### config.mk
export PLATFORM = sky130hd
export DESIGN_NAME = uirq_ctrl
export DESIGN_NICKNAME = d
export VERILOG_FILES = /design/src/rtl/uirq_pkg.sv /design/src/rtl/uirq_err_track.sv /design/src/rtl/uirq_flow_track.sv /design/src/rtl/uirq_prio.sv /design/src/rtl/uirq_ctrl.sv
export SDC_FILE = /design/constraint.sdc
export NUM_CORES = 1
export LEC_CHECK = 0
export BUFFER_PORTS_ARGS = -buffer_cell sky130_fd_sc_hd__buf_4
export CAP_MARGIN = 20
export CORE_AREA = 5 5 42 44
export CTS_BUF_LIST = sky130_fd_sc_hd__clkbuf_2
export DETAILED_ROUTE_END_ITERATION = 10
export DIE_AREA = 0 0 47 49
export PLACE_DENSITY = 0.52
export SLEW_MARGIN = 20
export SYNTH_ARGS = -nofsm -noshare
export SYNTH_HDL_FRONTEND = slang
export SYNTH_SLANG_ARGS = --single-unit
export TNS_END_PERCENT = 10
### constraint.sdc
create_clock -name clk -period 1.2 [get_ports clk]
set_input_delay 0.06 -clock clk [delete_from_list [all_inputs] [get_ports clk]]
set_output_delay 0.06 -clock clk [all_outputs]
set_load 0.005 [all_outputs]
### src/rtl/uirq_pkg.sv
package uirq_pkg;
  typedef enum logic [2:0] {
    CODE_NONE = 3'b001,
    CODE_XON  = 3'b010,
    CODE_FLOW = 3'b100,
    CODE_ERR  = 3'b110
  } irq_code_e;

  // next value of a sticky flag: set dominates clear
  function automatic logic sticky_next(input logic cur, input logic set,
                                       input logic clr);
    return set | (cur & ~clr);
  endfunction
endpackage

### src/rtl/uirq_err_track.sv
module uirq_err_track #(
  parameter int ERR_W = 3
) (
  input  logic             clk,
  input  logic             rst_n,
  input  logic             err_imm,
  input  logic             fifo_wr,
  input  logic [ERR_W-1:0] wr_err,
  input  logic             head_adv,
  input  logic [ERR_W-1:0] head_err,
  input  logic             clr_err,
  output logic [ERR_W-1:0] err_set,
  output logic [ERR_W-1:0] err_pend
);
  import uirq_pkg::*;

  logic [ERR_W-1:0] wr_sel;
  logic [ERR_W-1:0] hd_sel;

  assign wr_sel  = fifo_wr  ? wr_err   : '0;
  assign hd_sel  = head_adv ? head_err : '0;
  assign err_set = err_imm  ? wr_sel   : hd_sel;

  for (genvar i = 0; i < ERR_W; i++) begin : g_bit
    always_ff @(posedge clk) begin
      if (!rst_n) err_pend[i] <= 1'b0;
      else        err_pend[i] <= sticky_next(err_pend[i], err_set[i], clr_err);
    end
  end
endmodule

### src/rtl/uirq_flow_track.sv
module uirq_flow_track (
  input  logic clk,
  input  logic rst_n,
  input  logic clr_strict,
  input  logic xoff_hit,
  input  logic xon_hit,
  input  logic spec_hit,
  input  logic char_rx,
  input  logic clr_flow,
  input  logic clr_xon,
  output logic xoff_auto_clr,
  output logic spec_auto_clr,
  output logic xoff_pend,
  output logic spec_pend,
  output logic xon_pend
);
  import uirq_pkg::*;

  assign xoff_auto_clr = ~clr_strict & xon_hit;
  assign spec_auto_clr = ~clr_strict & char_rx;

  always_ff @(posedge clk) begin
    if (!rst_n) begin
      xoff_pend <= 1'b0;
      spec_pend <= 1'b0;
      xon_pend  <= 1'b0;
    end else begin
      xoff_pend <= sticky_next(xoff_pend, xoff_hit, clr_flow | xoff_auto_clr);
      spec_pend <= sticky_next(spec_pend, spec_hit, clr_flow | spec_auto_clr);
      xon_pend  <= sticky_next(xon_pend,  xon_hit,  clr_xon);
    end
  end
endmodule

### src/rtl/uirq_prio.sv
module uirq_prio #(
  parameter int ERR_W = 3
) (
  input  logic             ie_err,
  input  logic             ie_flow,
  input  logic             isr_rd,
  input  logic [ERR_W-1:0] err_pend,
  input  logic             xoff_pend,
  input  logic             spec_pend,
  input  logic             xon_pend,
  output logic             irq,
  output logic [2:0]       int_code,
  output logic             clr_err,
  output logic             clr_flow,
  output logic             clr_xon
);
  import uirq_pkg::*;

  logic      act_err;
  logic      act_flow;
  logic      act_xon;
  irq_code_e code;

  assign act_err  = ie_err  & (|err_pend);
  assign act_flow = ie_flow & (xoff_pend | spec_pend);
  assign act_xon  = ie_flow & xon_pend;

  always_comb begin
    if (act_err)       code = CODE_ERR;
    else if (act_flow) code = CODE_FLOW;
    else if (act_xon)  code = CODE_XON;
    else               code = CODE_NONE;
  end

  assign int_code = code;
  assign irq      = act_err | act_flow | act_xon;
  assign clr_err  = isr_rd & (code == CODE_ERR);
  assign clr_flow = isr_rd & (code == CODE_FLOW);
  assign clr_xon  = isr_rd & (code == CODE_XON);
endmodule

### src/rtl/uirq_ctrl.sv
module uirq_ctrl #(
  parameter int ERR_W = 3
) (
  input  logic             clk,
  input  logic             rst_n,
  input  logic             err_imm,
  input  logic             clr_strict,
  input  logic             ie_err,
  input  logic             ie_flow,
  input  logic             fifo_wr,
  input  logic [ERR_W-1:0] wr_err,
  input  logic             head_adv,
  input  logic [ERR_W-1:0] head_err,
  input  logic             xoff_hit,
  input  logic             xon_hit,
  input  logic             spec_hit,
  input  logic             char_rx,
  input  logic             isr_rd,
  output logic [ERR_W-1:0] err_pend,
  output logic             xoff_pend,
  output logic             spec_pend,
  output logic             xon_pend,
  output logic             irq,
  output logic [2:0]       int_code
);
  // named internal events, visible to the bound checker
  logic             clr_err;
  logic             clr_flow;
  logic             clr_xon;
  logic [ERR_W-1:0] err_set;
  logic             xoff_auto_clr;
  logic             spec_auto_clr;

  uirq_err_track #(.ERR_W(ERR_W)) u_err (
    .clk      (clk),
    .rst_n    (rst_n),
    .err_imm  (err_imm),
    .fifo_wr  (fifo_wr),
    .wr_err   (wr_err),
    .head_adv (head_adv),
    .head_err (head_err),
    .clr_err  (clr_err),
    .err_set  (err_set),
    .err_pend (err_pend)
  );

  uirq_flow_track u_flow (
    .clk           (clk),
    .rst_n         (rst_n),
    .clr_strict    (clr_strict),
    .xoff_hit      (xoff_hit),
    .xon_hit       (xon_hit),
    .spec_hit      (spec_hit),
    .char_rx       (char_rx),
    .clr_flow      (clr_flow),
    .clr_xon       (clr_xon),
    .xoff_auto_clr (xoff_auto_clr),
    .spec_auto_clr (spec_auto_clr),
    .xoff_pend     (xoff_pend),
    .spec_pend     (spec_pend),
    .xon_pend      (xon_pend)
  );

  uirq_prio #(.ERR_W(ERR_W)) u_prio (
    .ie_err    (ie_err),
    .ie_flow   (ie_flow),
    .isr_rd    (isr_rd),
    .err_pend  (err_pend),
    .xoff_pend (xoff_pend),
    .spec_pend (spec_pend),
    .xon_pend  (xon_pend),
    .irq       (irq),
    .int_code  (int_code),
    .clr_err   (clr_err),
    .clr_flow  (clr_flow),
    .clr_xon   (clr_xon)
  );
endmodule

# Word level (Yosys, flattened, before mapping)
# Cells that the tools add are included.
# word_totals
ff_bits	6
word_cells	46
# classes
eq_ne	3
muxes	6
n_reduce_logical	1
bitwise	30
# ops
op	n
3-bit 2-to-1 mux	5
1-bit AND	14
1-bit bitwise OR	11
3-bit equality test, second input constant	2
1-bit NOT	5
3-bit by 2-bit equality test with 1-bit output, second input constant	1
3-bit OR reduction	1
2-bit 2-to-1 mux	1

# Longest topological paths before layout
# depth
ltp_word	10
depth_mapped	3
mapped_depth_nobuf	3

# By module
# Synthesis repeated with hierarchy kept, for this count alone.
# unflattened
cells_unflattened	40
area_unflattened_um2	391.6
# by_module_without_submodules
module	cells_per_inst	instances	seq_area_each_um2	area_per_inst_um2
uirq_err_track	15	1	60.1	173.9
uirq_flow_track	11	1	60.1	128.9
uirq_prio	14	1	0.0	88.8

# Worst setup path before layout
# No wires, ideal clock.
# synth_timing
path_kind	register to register
start	register u_err.err_pend[2]
end	register u_flow.spec_pend
setup_time_ns	0.116
setup_slack_ns	0.183
stages_incl_launch_ff	4
path_buffers	0
arrival_ns	0.901
required_ns	1.084
cell_sequence	dfxtp_1 o31ai_4 and3_4 o21ai_2
# synth_via
elab_chain_cells	9
# synth_rtl
element	line_no	source
start: declaration	uirq_err_track.sv:13	output logic [ERR_W-1:0] err_pend
start signal: indexed assignment	uirq_err_track.sv:27	else err_pend[i] <= sticky_next(err_pend[i], err_set[i], clr_err);
3-bit OR reduction	uirq_prio.sv:24	assign act_err = ie_err & (|err_pend);
1-bit AND	uirq_prio.sv:24	
3-bit 2-to-1 mux	uirq_prio.sv:29	if (act_err) code = CODE_ERR;
3-bit equality test	uirq_prio.sv:38	assign clr_flow = isr_rd & (code == CODE_FLOW);
1-bit AND	uirq_prio.sv:38	
1-bit bitwise OR	uirq_flow_track.sv:29	spec_pend <= sticky_next(spec_pend, spec_hit, clr_flow | spec_auto_clr);
1-bit NOT	uirq_pkg.sv:12	return set | (cur & ~clr);
1-bit AND	uirq_pkg.sv:12	
1-bit bitwise OR	uirq_pkg.sv:12	
end signal: assignment	uirq_flow_track.sv:29	
end: declaration	uirq_flow_track.sv:14	output logic spec_pend,
# Every way passes these cells.
# A chain may end at the register's enable or synchronous reset.

# Final worst setup path
# layout_timing
start	register u_err.err_pend[2]
end	output port int_code[0]
# layout_via
elab_chain_cells	3
# layout_rtl
element	line_no	source
3-bit OR reduction	uirq_prio.sv:24	
1-bit AND	uirq_prio.sv:24	
3-bit 2-to-1 mux	uirq_prio.sv:29	
end: declaration	uirq_ctrl.sv:24	output logic [2:0] int_code
# Every way passes these cells.

==> flow_summary.ini <==
[status]
status = finished, final reports clean

[logic_synthesis]
synth-seq-cells = 6
yosys-top-cells-area = dfxtp_1 37%, nand2_1 8.1%, o31ai_4 6.6%, nand3_1 6.2%, inv_1 5.8%
synth_nets = 58
synth_top_area_share_pct = 37.2
synth_cells = 39
ys_warn_count = 0
yosysSeqAreaShare_pct = 37.2
synth_area_leader_cell = dfxtp_1
synth.distinct_cells = 15
synth_area_um2 = 323
synth_area_per_cell_um2 = 8.28

[setup_path]
worstPathMaxFanout = 4
cp-start-kind = register
slowest_delay_ns = 0.35
required_ns = 1.14
path_cells = o31ai_4 > nand2_1 > inv_2 > buf_6
criticalPathCategory = register to output port
crit_buf_inv = 2
crit_family = flip-flops
worst-r2r-setup-slack_ns = 0.14
endpoint_kind = output port
cpMaxStageDelayCell = dfxtp_4
crit_arrival_ns = 1.12

[worst_hold_path]
holdCritPathClass = input port to register

[route]
drt_iter0_drc = 5
ant_nets = 0
vias = 411
route.detailed.wl_per_inst_um = 12.1
drt-pass1-iter-count = 4
wirelength_mm = 1.05
viasPerCell = 4.72
drcViolationCount = 0

[floorplan]
pin_count = 29
die_h_um = 49
initial_utilization_pct = 23.0
die_area_um2 = 2300
die_w_um = 47
core_um2 = 1400
core.rowCount = 14

[place]
io_buffers = 28
gp_congestion = 0.716
placed_area_um2 = 553
detailed_place_hpwl_um = 885
dpl.cell_count = 83

[clock_tree]
clockRootBuffer = clkbuf_2
hold_buffers = 0
cts_tree = done
clock_path_buffers = 2
clkTransAtPathRegs_ns = 0.06
cts_buffers = 3
cts.htree.levels = 1
clk-insertion-delay-late_ns = 0.22
clock_sinks = 6

[final_layout]
stdcell_area_um2 = 589
drive_gt1_share_pct = 57.7
area_growth_pct = 82.6
fin_util_pct = 42.1
fin_cells = 87
antenna_cells = 0
fin_nets = 92
fill_cells = 163

[global_routing]
grt_pass1_wl_mm = 1.66
grt_pass1_vias = 406
grt_max_degree = 7
antenna_found_initial = 0
grt.overflow.total = 0
track_usage_pct = 10.2

[timing]
skew_ns = 0.00204
worst_slew_pin_slew_ns = 0.241
period_needed_ns = 1.18
finalMaxSlewViolations = 0
rsz0062_at_grt = yes
fin_crit_sh_pct = 98.7
maxSlewHeadroom_pct = 83.9
final_hold_viol_count = 0
fmax_mhz = 844
setup_violations = 0

[pwr]
leakage_nw = 0.285
power_density_nw_per_um2 = 935
peakVddDrop_uv = 293

[job]
max_cap_violations = 0
cells in the final DEF, fill, tap and decap left out, drive strengths merged:
| master | netlist | routed |
|---|---|---|
| buf | 0 | 29 |
| nor3 | 1 | 1 |
| clkbuf | 0 | 3 |
| a21oi | 3 | 3 |
| dfxtp | 6 | 6 |
| o31ai | 3 | 3 |
| a31oi | 1 | 1 |
| o211ai | 2 | 2 |
| a32oi | 2 | 2 |
| inv | 5 | 5 |
| o21ai | 4 | 4 |
| nand2 | 7 | 7 |
| and3 | 1 | 1 |
| nand3 | 4 | 4 |
synthesized netlist by cell type:
library cell	count
o31ai_1	2
nand3_1	4
o21ai_0	2
dfxtp_1	6
a21oi_1	2
nor3_1	1
a21oi_2	1
o21ai_2	2
nand2_1	7
a31oi_1	1
o211ai_1	2
a32oi_1	2
and3_4	1
o31ai_4	1
inv_1	5
what timing repair did:
| item | 4_1_cts | 5_1_grt |
|---|---|---|
| gates resized for setup | 1 | 5 |
| pin swaps | 2 | 2 |
| setup endpoints to repair | 2 | 3 |
| buffers inserted | 0 | 1 |
area by class of cell:
class                   instances  area [um^2]  area share (%)
flip-flops and latches          6          125            21.2
repair buffers                 29          221            37.6
well taps                      16         20.0            3.40
clock buffers                   3         15.0            2.55
multi-input cells              28          189            32.1
inverters                       5         18.8            3.18
final timing paths:
check / from / to / cells after the start
max: u_err.err_pend[2]$_SDFF_PN0_ / int_code[0] / 4
min: xoff_hit / u_flow.xoff_pend$_SDFF_PN0_ / 3
max reg2reg: u_err.err_pend[2]$_SDFF_PN0_ / u_flow.xoff_pend$_SDFF_PN0_ / 3
min reg2reg: u_err.err_pend[1]$_SDFF_PN0_ / u_err.err_pend[1]$_SDFF_PN0_ / 2
logic make-up after synthesis:
kind of cell	Yosys count	share of synthesized area [%]
AO/OA/AOI/OAI	15	37.6
AND/OR/NAND/NOR	13	19.4
flip-flops	6	37.2
buffers and inverters	5	5.81
registers in the layout (all words and copies together) (netlist names):
name	count
u_flow.xoff_pend	1
u_flow.spec_pend	1
u_err.err_pend	3
u_flow.xon_pend	1
worst min-delay path, cell delays in order:
cell and delay [ns]:
buf_4 0.08, nand2_1 0.05, o21ai_2 0.05
report_power, final:
part	internal [mW]	switching, mW	total (mW)
Combinational	0.111	0.0660	0.177
Clock	0.0677	0.0693	0.137
Sequential	0.215	0.0219	0.237
per-stage QoR:
| step | TNS [ns] | worst slack [ns] | hold slack [ns] | power, mW |
|---|---|---|---|---|
| global placement | 0 | 0.151 | 0.266 | 0.411 |
| CTS | 0 | 0.00274 | 0.0345 | 0.553 |
| floorplan | 0 | 0.183 | 0.173 | 0.295 |
| global route | -0.161 | -0.0682 | 0.0428 | 0.595 |
| finish | 0 | 0.0154 | 0.0454 | 0.551 |
| detailed placement | 0 | 0.133 | 0.264 | 0.410 |
per-layer routing:
layer	track usage (%)	routed length (um)	vias up
li1	-	-	208
met1	13.5	425	177
met2	12.4	481	24
met3	1.85	115	2
met4	11.1	27	0
met5	0	0	-
(Power assumes the default switching activity.)
